## src/rtl/seg_pkg.sv

```systemverilog
package seg_pkg;
  localparam int CODE_W  = 4;
  localparam int SEG_W   = 7;
  localparam int MAX_DIG = 9;

  typedef logic [CODE_W-1:0] code_t;
  typedef logic [SEG_W-1:0]  seg_t;

  localparam seg_t SEG_ALL  = {SEG_W{1'b1}};
  localparam seg_t SEG_NONE = {SEG_W{1'b0}};
endpackage

```

## src/rtl/code_hold.sv

```systemverilog
module code_hold
  import seg_pkg::*;
(
  input  logic  clk_i,
  input  logic  rst_ni,
  input  code_t data_i,
  input  logic  hold_i,
  output code_t code_o
);
  code_t code_q;

  always_ff @(posedge clk_i or negedge rst_ni) begin
    if (!rst_ni)      code_q <= '0;
    else if (!hold_i) code_q <= data_i;
  end

  assign code_o = code_q;

  a_r2_load: assert property (@(posedge clk_i) disable iff (!rst_ni)
    !hold_i |=> code_q == $past(data_i));

  a_r3_frozen: assert property (@(posedge clk_i) disable iff (!rst_ni)
    hold_i |=> $stable(code_q));
endmodule

```

## src/rtl/digit_decode.sv

```systemverilog
module digit_decode
  import seg_pkg::*;
(
  input  code_t code_i,
  output seg_t  pat_o
);
  // bit 0 = a ... bit 6 = g
  always_comb begin
    unique case (code_i)
      4'd0:    pat_o = 7'b0111111;
      4'd1:    pat_o = 7'b0000110;
      4'd2:    pat_o = 7'b1011011;
      4'd3:    pat_o = 7'b1001111;
      4'd4:    pat_o = 7'b1100110;
      4'd5:    pat_o = 7'b1101101;
      4'd6:    pat_o = 7'b1111100;  // tailless
      4'd7:    pat_o = 7'b0000111;
      4'd8:    pat_o = 7'b1111111;
      4'd9:    pat_o = 7'b1100111;  // tailless
      default: pat_o = SEG_NONE;
    endcase
  end
endmodule

```

## src/rtl/seg_override.sv

```systemverilog
module seg_override
  import seg_pkg::*;
(
  input  seg_t pat_i,
  input  logic test_ni,
  input  logic blank_ni,
  output seg_t seg_o
);
  // lamp check > blank > decoded digit
  always_comb begin
    if (!test_ni)       seg_o = SEG_ALL;
    else if (!blank_ni) seg_o = SEG_NONE;
    else                seg_o = pat_i;
  end
endmodule

```

## src/rtl/bcd_seg_latch.sv

```systemverilog
module bcd_seg_latch
  import seg_pkg::*;
(
  input  logic              clk_i,
  input  logic              rst_ni,
  input  logic [CODE_W-1:0] data_i,
  input  logic              hold_i,
  input  logic              blank_ni,
  input  logic              test_ni,
  output logic [SEG_W-1:0]  seg_o
);
  code_t code_w;
  seg_t  pat_w;

  code_hold u_hold (
    .clk_i  (clk_i),
    .rst_ni (rst_ni),
    .data_i (data_i),
    .hold_i (hold_i),
    .code_o (code_w)
  );

  digit_decode u_dec (
    .code_i (code_w),
    .pat_o  (pat_w)
  );

  seg_override u_ovr (
    .pat_i    (pat_w),
    .test_ni  (test_ni),
    .blank_ni (blank_ni),
    .seg_o    (seg_o)
  );

  a_r5_dark: assert property (@(posedge clk_i) disable iff (!rst_ni)
    (test_ni && blank_ni && code_w > code_t'(MAX_DIG)) |-> seg_o == SEG_NONE);

  a_r4_glyph: assert property (@(posedge clk_i) disable iff (!rst_ni)
    (test_ni && blank_ni && code_w <= code_t'(MAX_DIG)) |-> $countones(seg_o) >= 2);

  a_r6_lamp: assert property (@(posedge clk_i) disable iff (!rst_ni)
    !test_ni |-> seg_o == SEG_ALL);

  a_r7_blank: assert property (@(posedge clk_i) disable iff (!rst_ni)
    (test_ni && !blank_ni) |-> seg_o == SEG_NONE);
endmodule

```

## config.mk

```make
export PLATFORM = sky130hd
export DESIGN_NAME = bcd_seg_latch
export DESIGN_NICKNAME = d
export VERILOG_FILES = /design/src/rtl/seg_pkg.sv /design/src/rtl/code_hold.sv /design/src/rtl/digit_decode.sv /design/src/rtl/seg_override.sv /design/src/rtl/bcd_seg_latch.sv
export SDC_FILE = /design/constraint.sdc
export NUM_CORES = 1
export LEC_CHECK = 0
export BUFFER_PORTS_ARGS = -buffer_cell sky130_fd_sc_hd__buf_2
export CAP_MARGIN = 15
export CORE_UTILIZATION = 25
export CTS_CLUSTER_SIZE = 8
export DETAILED_ROUTE_END_ITERATION = 10
export PLACE_DENSITY = 0.56
export SLEW_MARGIN = 20
export SYNTH_ARGS = -nofsm -noshare
export SYNTH_HDL_FRONTEND = slang
export SYNTH_HIERARCHICAL = 1
export SYNTH_SLANG_ARGS = --single-unit
export TNS_END_PERCENT = 5
```

## constraint.sdc

```tcl
create_clock -name clk_i -period 2.15 [get_ports clk_i]
set_input_delay 0.43 -clock clk_i [delete_from_list [all_inputs] [get_ports clk_i]]
set_output_delay 0.43 -clock clk_i [all_outputs]
set_load 0.02 [all_outputs]
```

==> impl_metrics.py, run 1 <==
metrics = {
    "place": {
        "hpwl_um": 625,
        "post-place-ws_ps": 337,
        "io_buffers": 15,
        "place.gp.congestion": 0.721,
    },
    "timing": {
        "finalCriticalPeriod_ps": 1980,
        "max_freq_ghz": 0.505,
        "final_max_slew_viol_count": 0,
        "rsz0062_at_grt": "false",
        "setup_violations": 0,
        "postLayoutSetupSlackWorst_ps": 169,
        "fin_worst_skew_ps": 0,
        "fin_tns_setup_ps": 0,
        "tightest_slew_ps": 226,
        "slew_headroom_pct": 84.9,
        "final.period_utilization_pct": 92.1,
        "hold_viol": 0,
        "hold_ws_ps": 431,
    },
    "clocking": {
        "cts.sinks": 4,
        "root_buffer": "clkbuf_4",
        "cts-htree-levels": 1,
        "clockBufferDepth": 2,
        "cts_buffers": 3,
        "insertion_delay_ps": 230,
        "clk_pin_slew_ps": 40,
        "cts_tree": "built",
    },
    "worst_setup_path": {
        "reg2reg_from": "u_hold/code_o[2]$_DFFE_PN0N_",
        "startpoint": "u_hold/code_o[0]$_DFFE_PN0N_",
        "crit_type": "flip-flop to output port",
        "path_max_fanout": 5,
        "critPathLaunchType": "flip-flop",
        "cp.arrival_ps": 1550,
        "cp-end-kind": "output port",
        "cp.required_ps": 1720,
    },
    "final_layout": {
        "area_growth_pct": 32.5,
        "largest_reg_flops": 4,
        "drive_gt1_share_pct": 52.5,
        "fin_nets": 77,
        "final-seq-area_sq_um": 101,
        "nFillCells": 155,
        "layout_commonest_cell": "buf_2",
        "antennaDiodeCount": 0,
        "most-common-layout-cells": "buf_2 (15), a21bo_2 (7), inv_1 (5), ha_1 (5), mux2_2 (4)",
        "multi_input_area_sq_um": 278,
        "final_core_util_pct": 35.3,
    },
    "power_and_ir_drop": {
        "peakVddDrop_v": 0.000305,
        "p_per_area_nw_per_um2": 583,
        "power_w": 0.000307,
        "p_leak_nw": 0.272,
    },
    "job": {
        "drv_cap": 0,
    },
    "synthesis": {
        "ys_seq_elements": 4,
        "syn_inst": 42,
        "synth_flop_cell": "dfrtp_1",
        "async_flop_share_pct": 100,
        "syn-num-nets": 56,
        "yosysSeqAreaShare_pct": 25.2,
        "yosys_warnings": 6,
        "synth_area_sq_um": 397,
        "synth-edff-count": 0,
        "synth.avg_cell_area_sq_um": 9.44,
        "yosys.cell_types.count": 16,
    },
    "global_routing": {
        "grtUsageTotal_pct": 11.2,
        "grt-ovfl-total": 0,
        "grt_pass1_wl_um": 1470,
        "antenna_found_initial": 0,
        "grt_max_degree": 9,
        "first_global_vias": 392,
    },
    "hold_path": {
        "hold_start": "data_i[3]",
        "hold_class": "input pin to flip-flop",
    },
    "drt": {
        "wl_per_cell_um": 10.1,
        "vias": 370,
        "wl_um": 775,
        "first_pass_iters": 4,
        "drc": 0,
        "drtIter0Drc": 2,
        "detail-route-antenna-nets": 0,
        "viasPerCell": 4.81,
    },
    "floorplan": {
        "core_area_sq_um": 1490,
        "rows": 14,
        "dieWidth_um": 41.8,
        "die_area_sq_um": 1750,
        "start_util_pct": 26.6,
        "die_y_um": 41.8,
        "io_pins": 16,
    },
    "status": {
        "status": "complete, no violations",
    },
}
what timing repair did:
action,in CTS,in global routing
setup buffers,0,0
resized for setup,0,1
hold buffers,1,0
endpoints found under the setup margin,0,3
endpoints found under the hold margin,4,0
cells in the mapped netlist (all sizes together), types with 2 or more instances:
cell	count	share of area, %
a21bo	7	18
ha	5	16
inv	5	4.7
dfrtp	4	25
mux2	4	11
a21oi	3	3.8
o21ai	3	3.8
o22ai	3	4.7
nor2	2	1.9
worst max-delay path, stage by stage (launching register included):
cell and delay [ps]:
dfrtp_1 390, inv_1 100, ha_1 240, a21oi_1 140, o22ai_1 90, a21bo_2 210, buf_2 150
kinds of logic (layout without fill, tap and decap cells):
logic type      Yosys count  count (layout)  synth area share (%)
compound gates           18              18                  34.4
xor+xnor                  1               1                  2.21
fa+ha+maj                 5               5                  15.8
buf+inv                   5              24                  4.73
flops                     4               4                  25.2
mux                       4               4                  11.4
simple gates              5               5                  6.31
where the power goes:
| part | internal (W) | switching (W) |
|---|---|---|
| Clock | 0.0000623 | 0.0000282 |
| Combinational | 0.0000587 | 0.0000603 |
| Sequential | 0.0000837 | 0.0000134 |
area by class of cell:
class	count	share of cell area (%)
Inverter	5	3.57
Clock buffer	3	4.29
Timing Repair Buffer	16	16.2
Sequential cell	4	19.3
Tap cell	16	3.81
Multi-Input combinational cell	33	52.9
routing by layer:
metal  GRT usage (%)  part of all wire [%]  wire [um]  vias to the layer above
met5               0                     0          0                        -
met4            7.74                     0          0                        0
met3            2.61                   2.3         18                        0
met2            19.4                    53        414                        7
met1            11.8                    44        343                      175
li1                -                     -          -                      188
through the flow:
stage          cells  area, sq um
2_1_floorplan     42          397
3_3_place_gp      73          492
3_5_place_dp      73          492
4_1_cts           77          524
5_1_grt           77          526
6_report          77          526
final timing paths:
| check | end | slack [ps] | cells past startpoint |
|---|---|---|---|
| min | u_hold/code_o[3]$_DFFE_PN0N_ | 430 | 2 |
| min in group asynchronous | u_hold/code_o[3]$_DFFE_PN0N_ | 530 | 2 |
| max reg2reg | u_hold/code_o[2]$_DFFE_PN0N_ | 1300 | 1 |
| min reg2reg | u_hold/code_o[0]$_DFFE_PN0N_ | 600 | 1 |
| max | seg_o[5] | 170 | 6 |
| max in group asynchronous | u_hold/code_o[1]$_DFFE_PN0N_ | 1490 | 2 |
No activity file was read; power rests on OpenSTA's default activity.
==> inputs of run 2 (changes only) <==
Settings changed: CORE_AREA set to 2 2 39 41, CORE_UTILIZATION 25 to unset, DIE_AREA set to 0 0 41 43, PLACE_DENSITY 0.56 to 0.63.
==> run 2 against run 1 <==
Power is 0.63% higher. Fmax fell by 1.1%. Register-to-register slack barely moved. First-iteration DRC count unchanged. Sequential cell count unchanged. Via count decreased by 1.4%. Cell count stayed put. Sequential share of layout area unchanged. Count of clock-buffer cells in the layout stayed put. Largest cell class unchanged. Largest power group unchanged. Highest routed layer unchanged.
==> impl_metrics.py, run 2 (synthesis gave the netlist of run 1 again) <==
metrics = {
    "timing": {
        "slew_headroom_pct": 84.5,
        "tightest_slew_ps": 232,
        "final_max_slew_viol_count": 0,
        "final.period_utilization_pct": 93.1,
        "fin_tns_setup_ps": 0,
        "max_freq_ghz": 0.499,
        "setup_violations": 0,
        "fin_worst_skew_ps": 0,
        "hold_viol": 0,
        "rsz0062_at_grt": "false",
        "finalCriticalPeriod_ps": 2000,
        "hold_ws_ps": 429,
    },
    "clocking": {
        "cts_buffers": 3,
        "insertion_delay_ps": 230,
        "post_cts_buffers": 0,
        "clockBufferDepth": 2,
        "cts-htree-levels": 1,
        "cts_tree": "built",
        "cts.sinks": 4,
        "clk_pin_slew_ps": 40,
        "root_buffer": "clkbuf_4",
    },
    "place": {
        "hpwl_um": 638,
        "io_buffers": 15,
        "place.gp.congestion": 0.770,
    },
    "power_and_ir_drop": {
        "peakVddDrop_v": 0.000318,
        "p_per_area_nw_per_um2": 587,
        "p_leak_nw": 0.272,
    },
    "global_routing": {
        "grt_pass1_wl_um": 1320,
        "antenna_found_initial": 0,
        "grt_max_degree": 9,
        "grt-ovfl-total": 0,
        "first_global_vias": 346,
        "grtUsageTotal_pct": 11.0,
    },
    "final_layout": {
        "antennaDiodeCount": 0,
        "fin_nets": 77,
        "layout_commonest_cell": "buf_2",
        "most-common-layout-cells": "buf_2 (15), a21bo_2 (7), inv_1 (5), ha_1 (5), mux2_2 (4)",
        "largest_reg_flops": 4,
        "drive_gt1_share_pct": 52.5,
        "area_growth_pct": 32.5,
    },
    "floorplan": {
        "dieWidth_um": 41,
        "core_area_sq_um": 1380,
        "start_util_pct": 28.7,
        "io_pins": 16,
        "rows": 14,
        "die_y_um": 43,
        "die_area_sq_um": 1760,
    },
    "worst_setup_path": {
        "cp.required_ps": 1720,
        "cp.arrival_ps": 1570,
        "path_max_fanout": 5,
        "critPathBufInv": 2,
        "max_stage_delay_ps": 410,
        "cp_cell_sequence": "inv_1, ha_1, a21oi_1, o22ai_1, a21bo_2, buf_2",
        "cp-end-kind": "output port",
        "critPathTopFamily": "compound AO/OA/AOI/OAI gates",
        "slowest_stage": "dfrtp_1",
        "crit_type": "flip-flop to output port",
        "critPathLaunchType": "flip-flop",
    },
    "status": {
        "status": "complete, no violations",
    },
    "drt": {
        "first_pass_iters": 2,
        "vias": 365,
        "wl_per_cell_um": 10.4,
        "drtIter0Drc": 2,
        "viasPerCell": 4.74,
        "drc": 0,
        "wl_um": 800,
        "detail-route-antenna-nets": 0,
    },
    "hold_path": {
        "hold_class": "input pin to flip-flop",
    },
    "job": {
        "drv_cap": 0,
    },
}
-- run 2: cell counts in the layout (fill, tap and decap cells not counted) --
No cell type changed its count.
-- run 2: metal layers --
| layer | part of all wire (%) | up-vias | GRT usage (%) |
|---|---|---|---|
| li1 | - | 188 | - |
| met2 | 58 | 7 | 17.8 |
| met5 | 0 | - | 0 |
| met3 | 2.0 | 0 | 0 |
| met1 | 40 | 170 | 13.0 |
| met4 | 0 | 0 | 8.00 |
-- run 2: layout make-up --
cell class / count / area [sq um]
inverter: 5 / 18.8
sequential: 4 / 101
timing repair buffer: 16 / 85.1
fill: 146 / 858
tap: 16 / 20.0
multi-input combinational: 33 / 278
clock buffer: 3 / 22.5
-- run 2: what timing repair did --
action	in CTS	in global routing
endpoints found under the hold margin	4	0
hold buffers	1	0
resized for setup	0	1
endpoints found under the setup margin	0	1
-- run 2: where the power goes --
| group | internal (W) | switching [W] |
|---|---|---|
| sequential | 0.0000837 | 0.0000136 |
| combinational | 0.0000585 | 0.0000612 |
| clock | 0.0000623 | 0.0000291 |
| total | 0.000204 | 0.000104 |
-- run 2: metrics by stage --
step	cells	total power, W	cell area, sq um	utilization (%)	setup slack (ps)
global placement	73	0.000215	492	35.5	384
detailed placement	73	0.000217	492	35.5	359
CTS	77	0.000316	524	37.9	102
finish	77	0.000309	526	38.0	148
global route	77	0.000330	526	38.0	43.8
floorplan	42	0.000181	397	-	560
-- run 2: worst paths after layout --
check                                                  start                           end  slack [ps]  cells past startpoint
worst max register to register  u_hold/code_o[3]$_DFFE_PN0N_  u_hold/code_o[3]$_DFFE_PN0N_        1300                      1
worst min-delay path                               data_i[0]  u_hold/code_o[0]$_DFFE_PN0N_         430                      2
worst max-delay path            u_hold/code_o[0]$_DFFE_PN0N_                      seg_o[3]         150                      6
max in group asynchronous                             rst_ni  u_hold/code_o[1]$_DFFE_PN0N_        1480                      2
worst min register to register  u_hold/code_o[1]$_DFFE_PN0N_  u_hold/code_o[1]$_DFFE_PN0N_         600                      1
min in group asynchronous                             rst_ni  u_hold/code_o[3]$_DFFE_PN0N_         540                      2
==> inputs of run 3 (changes only) <==
Clock period 2.15 ns to 2.3 ns, I/O delays scaled along.
==> run 3 against run 2 <==
Clock power shrank 8.2%. Via count fell by 1.4%. Combinational power shrank 8%. Sequential cell count did not move. Cell count fell by 1.3%. Register-to-register slack improved by 150 ps. Utilization decreased by 0.81 points. Critical path depth stayed put. Sequential share of layout area up 0.18 points. Wire length is 7.0% lower. Design area fell by 2.1%. Critical path type unchanged. Highest routed layer unchanged.
==> impl_metrics.py, run 3 (synthesis gave the netlist of run 1 again) <==
metrics = {
    "status": {
        "status": "complete, no violations",
    },
    "final_layout": {
        "antennaDiodeCount": 0,
        "most-common-layout-cells": "buf_2 (15), a21bo_2 (7), inv_1 (5), ha_1 (5)",
        "postLayoutCellArea_sq_um": 514,
        "fin_nets": 76,
        "final_core_util_pct": 37.2,
        "final_cells": 76,
        "largest_reg_flops": 4,
        "layout_commonest_cell": "buf_2",
        "nFillCells": 144,
        "drive_gt1_share_pct": 51.7,
        "area_growth_pct": 29.7,
    },
    "timing": {
        "final.period_utilization_pct": 89.4,
        "rsz0062_at_grt": "false",
        "fin_worst_skew_ps": 0,
        "tightest_slew_ps": 227,
        "slew_headroom_pct": 84.8,
        "max_freq_ghz": 0.486,
        "fin_tns_setup_ps": 0,
        "setup_violations": 0,
        "hold_viol": 0,
        "finalCriticalPeriod_ps": 2060,
        "final_max_slew_viol_count": 0,
    },
    "drt": {
        "vias": 360,
        "drtIter0Drc": 3,
        "wl_per_cell_um": 9.79,
        "drc": 0,
        "first_pass_iters": 3,
        "viasPerCell": 4.74,
        "wl_um": 744,
        "detail-route-antenna-nets": 0,
    },
    "clocking": {
        "post_cts_buffers": 0,
        "root_buffer": "clkbuf_4",
        "cts-htree-levels": 1,
        "cts.sinks": 4,
        "cts_hold_buf": 0,
        "clockBufferDepth": 2,
        "ctsResizeCount": 0,
        "cts_buffers": 3,
        "insertion_delay_ps": 230,
        "cts_tree": "built",
        "clk_pin_slew_ps": 40,
    },
    "global_routing": {
        "antenna_found_initial": 0,
        "grt-ovfl-total": 0,
        "grt_max_degree": 9,
        "first_global_vias": 339,
        "grtUsageTotal_pct": 10.4,
        "grt_pass1_wl_um": 1270,
    },
    "hold_path": {
        "hold_class": "input pin to async pin",
    },
    "worst_setup_path": {
        "cp.arrival_ps": 1600,
        "crit_type": "flip-flop to output port",
        "rrSetupSlack_ps": 1450,
        "slowest_stage": "dfrtp_1",
        "cp.required_ps": 1840,
        "critPathLaunchType": "flip-flop",
        "cp-end-kind": "output port",
        "r2r-end": "u_hold/code_o[3]$_DFFE_PN0N_",
        "path_max_fanout": 7,
        "reg2reg_from": "u_hold/code_o[3]$_DFFE_PN0N_",
        "max_stage_delay_ps": 440,
        "r2r_cells": 1,
        "cp_cell_sequence": "inv_1, ha_1, a21oi_1, o22ai_1, a21bo_2, buf_2",
    },
    "power_and_ir_drop": {
        "peakVddDrop_v": 0.000293,
        "p_leak_nw": 0.269,
        "power_w": 0.000284,
        "p_per_area_nw_per_um2": 553,
    },
    "floorplan": {
        "dieWidth_um": 41,
        "core_area_sq_um": 1380,
        "die_area_sq_um": 1760,
        "die_y_um": 43,
        "io_pins": 16,
        "rows": 14,
        "start_util_pct": 28.7,
    },
    "place": {
        "place.gp.congestion": 0.796,
        "dp_cells": 73,
        "dpl_cell_area_sq_um": 492,
        "io_buffers": 15,
        "hpwl_um": 621,
    },
    "job": {
        "drv_cap": 0,
    },
}
run 3: cell count changes in the layout (fill, tap and decap cells not counted):
cell           delta
dfrtp_1           +1
dfrtp_2           -1
dlygate4sd3_1     -1
run 3: layout make-up:
| type | count | area, sq um | share of cell area [%] |
|---|---|---|---|
| well taps | 16 | 20.0 | 3.89 |
| clock buffers | 3 | 22.5 | 4.38 |
| repair buffers | 15 | 75.1 | 14.6 |
| flip-flops and latches | 4 | 100 | 19.5 |
| multi-input cells | 33 | 278 | 54.0 |
| inverters | 5 | 18.8 | 3.65 |
run 3: worst max path at each step:
| stage | end | from | cells past startpoint |
|---|---|---|---|
| after global routing | seg_o[3] | u_hold/code_o[1]$_DFFE_PN0N_ | 7 |
| final | seg_o[3] | u_hold/code_o[1]$_DFFE_PN0N_ | 6 |
| after global placement | seg_o[3] | u_hold/code_o[1]$_DFFE_PN0N_ | 7 |
| after floorplan | seg_o[3] | u_hold/code_o[1]$_DFFE_PN0N_ | 6 |
| after detailed placement | seg_o[3] | u_hold/code_o[1]$_DFFE_PN0N_ | 6 |
| after CTS | seg_o[3] | u_hold/code_o[1]$_DFFE_PN0N_ | 7 |
run 3: per-stage QoR:
stage	setup WS (ps)	hold WS [ps]
floorplan	680	164
global placement	508	268
detailed placement	481	268
CTS	223	17.0
global route	93.8	22.1
finish	244	26.9
run 3: per-layer routing:
metal  GRT usage (%)  part of all wire, %
met1            12.3                   40
met2            16.6                   57
met4            6.00                    0
met3            1.57                  3.4
met5               0                    0
run 3: worst max-delay path: cells and delay by family (launching register included):
family	cells	cell delay, ps
buffers and inverters	2	250
adder cells (fa/ha/maj)	1	220
flip-flops	1	440
AO/OA/AOI/OAI	3	450
run 3: power breakdown:
part	leakage, nW	switching, W	internal, W	total [W]
combinational	0.208	0.0000561	0.0000537	0.000110
sequential	0.0468	0.0000125	0.0000779	0.0000903
clock	0.0138	0.0000258	0.0000581	0.0000840
total	0.269	0.0000944	0.000190	0.000284
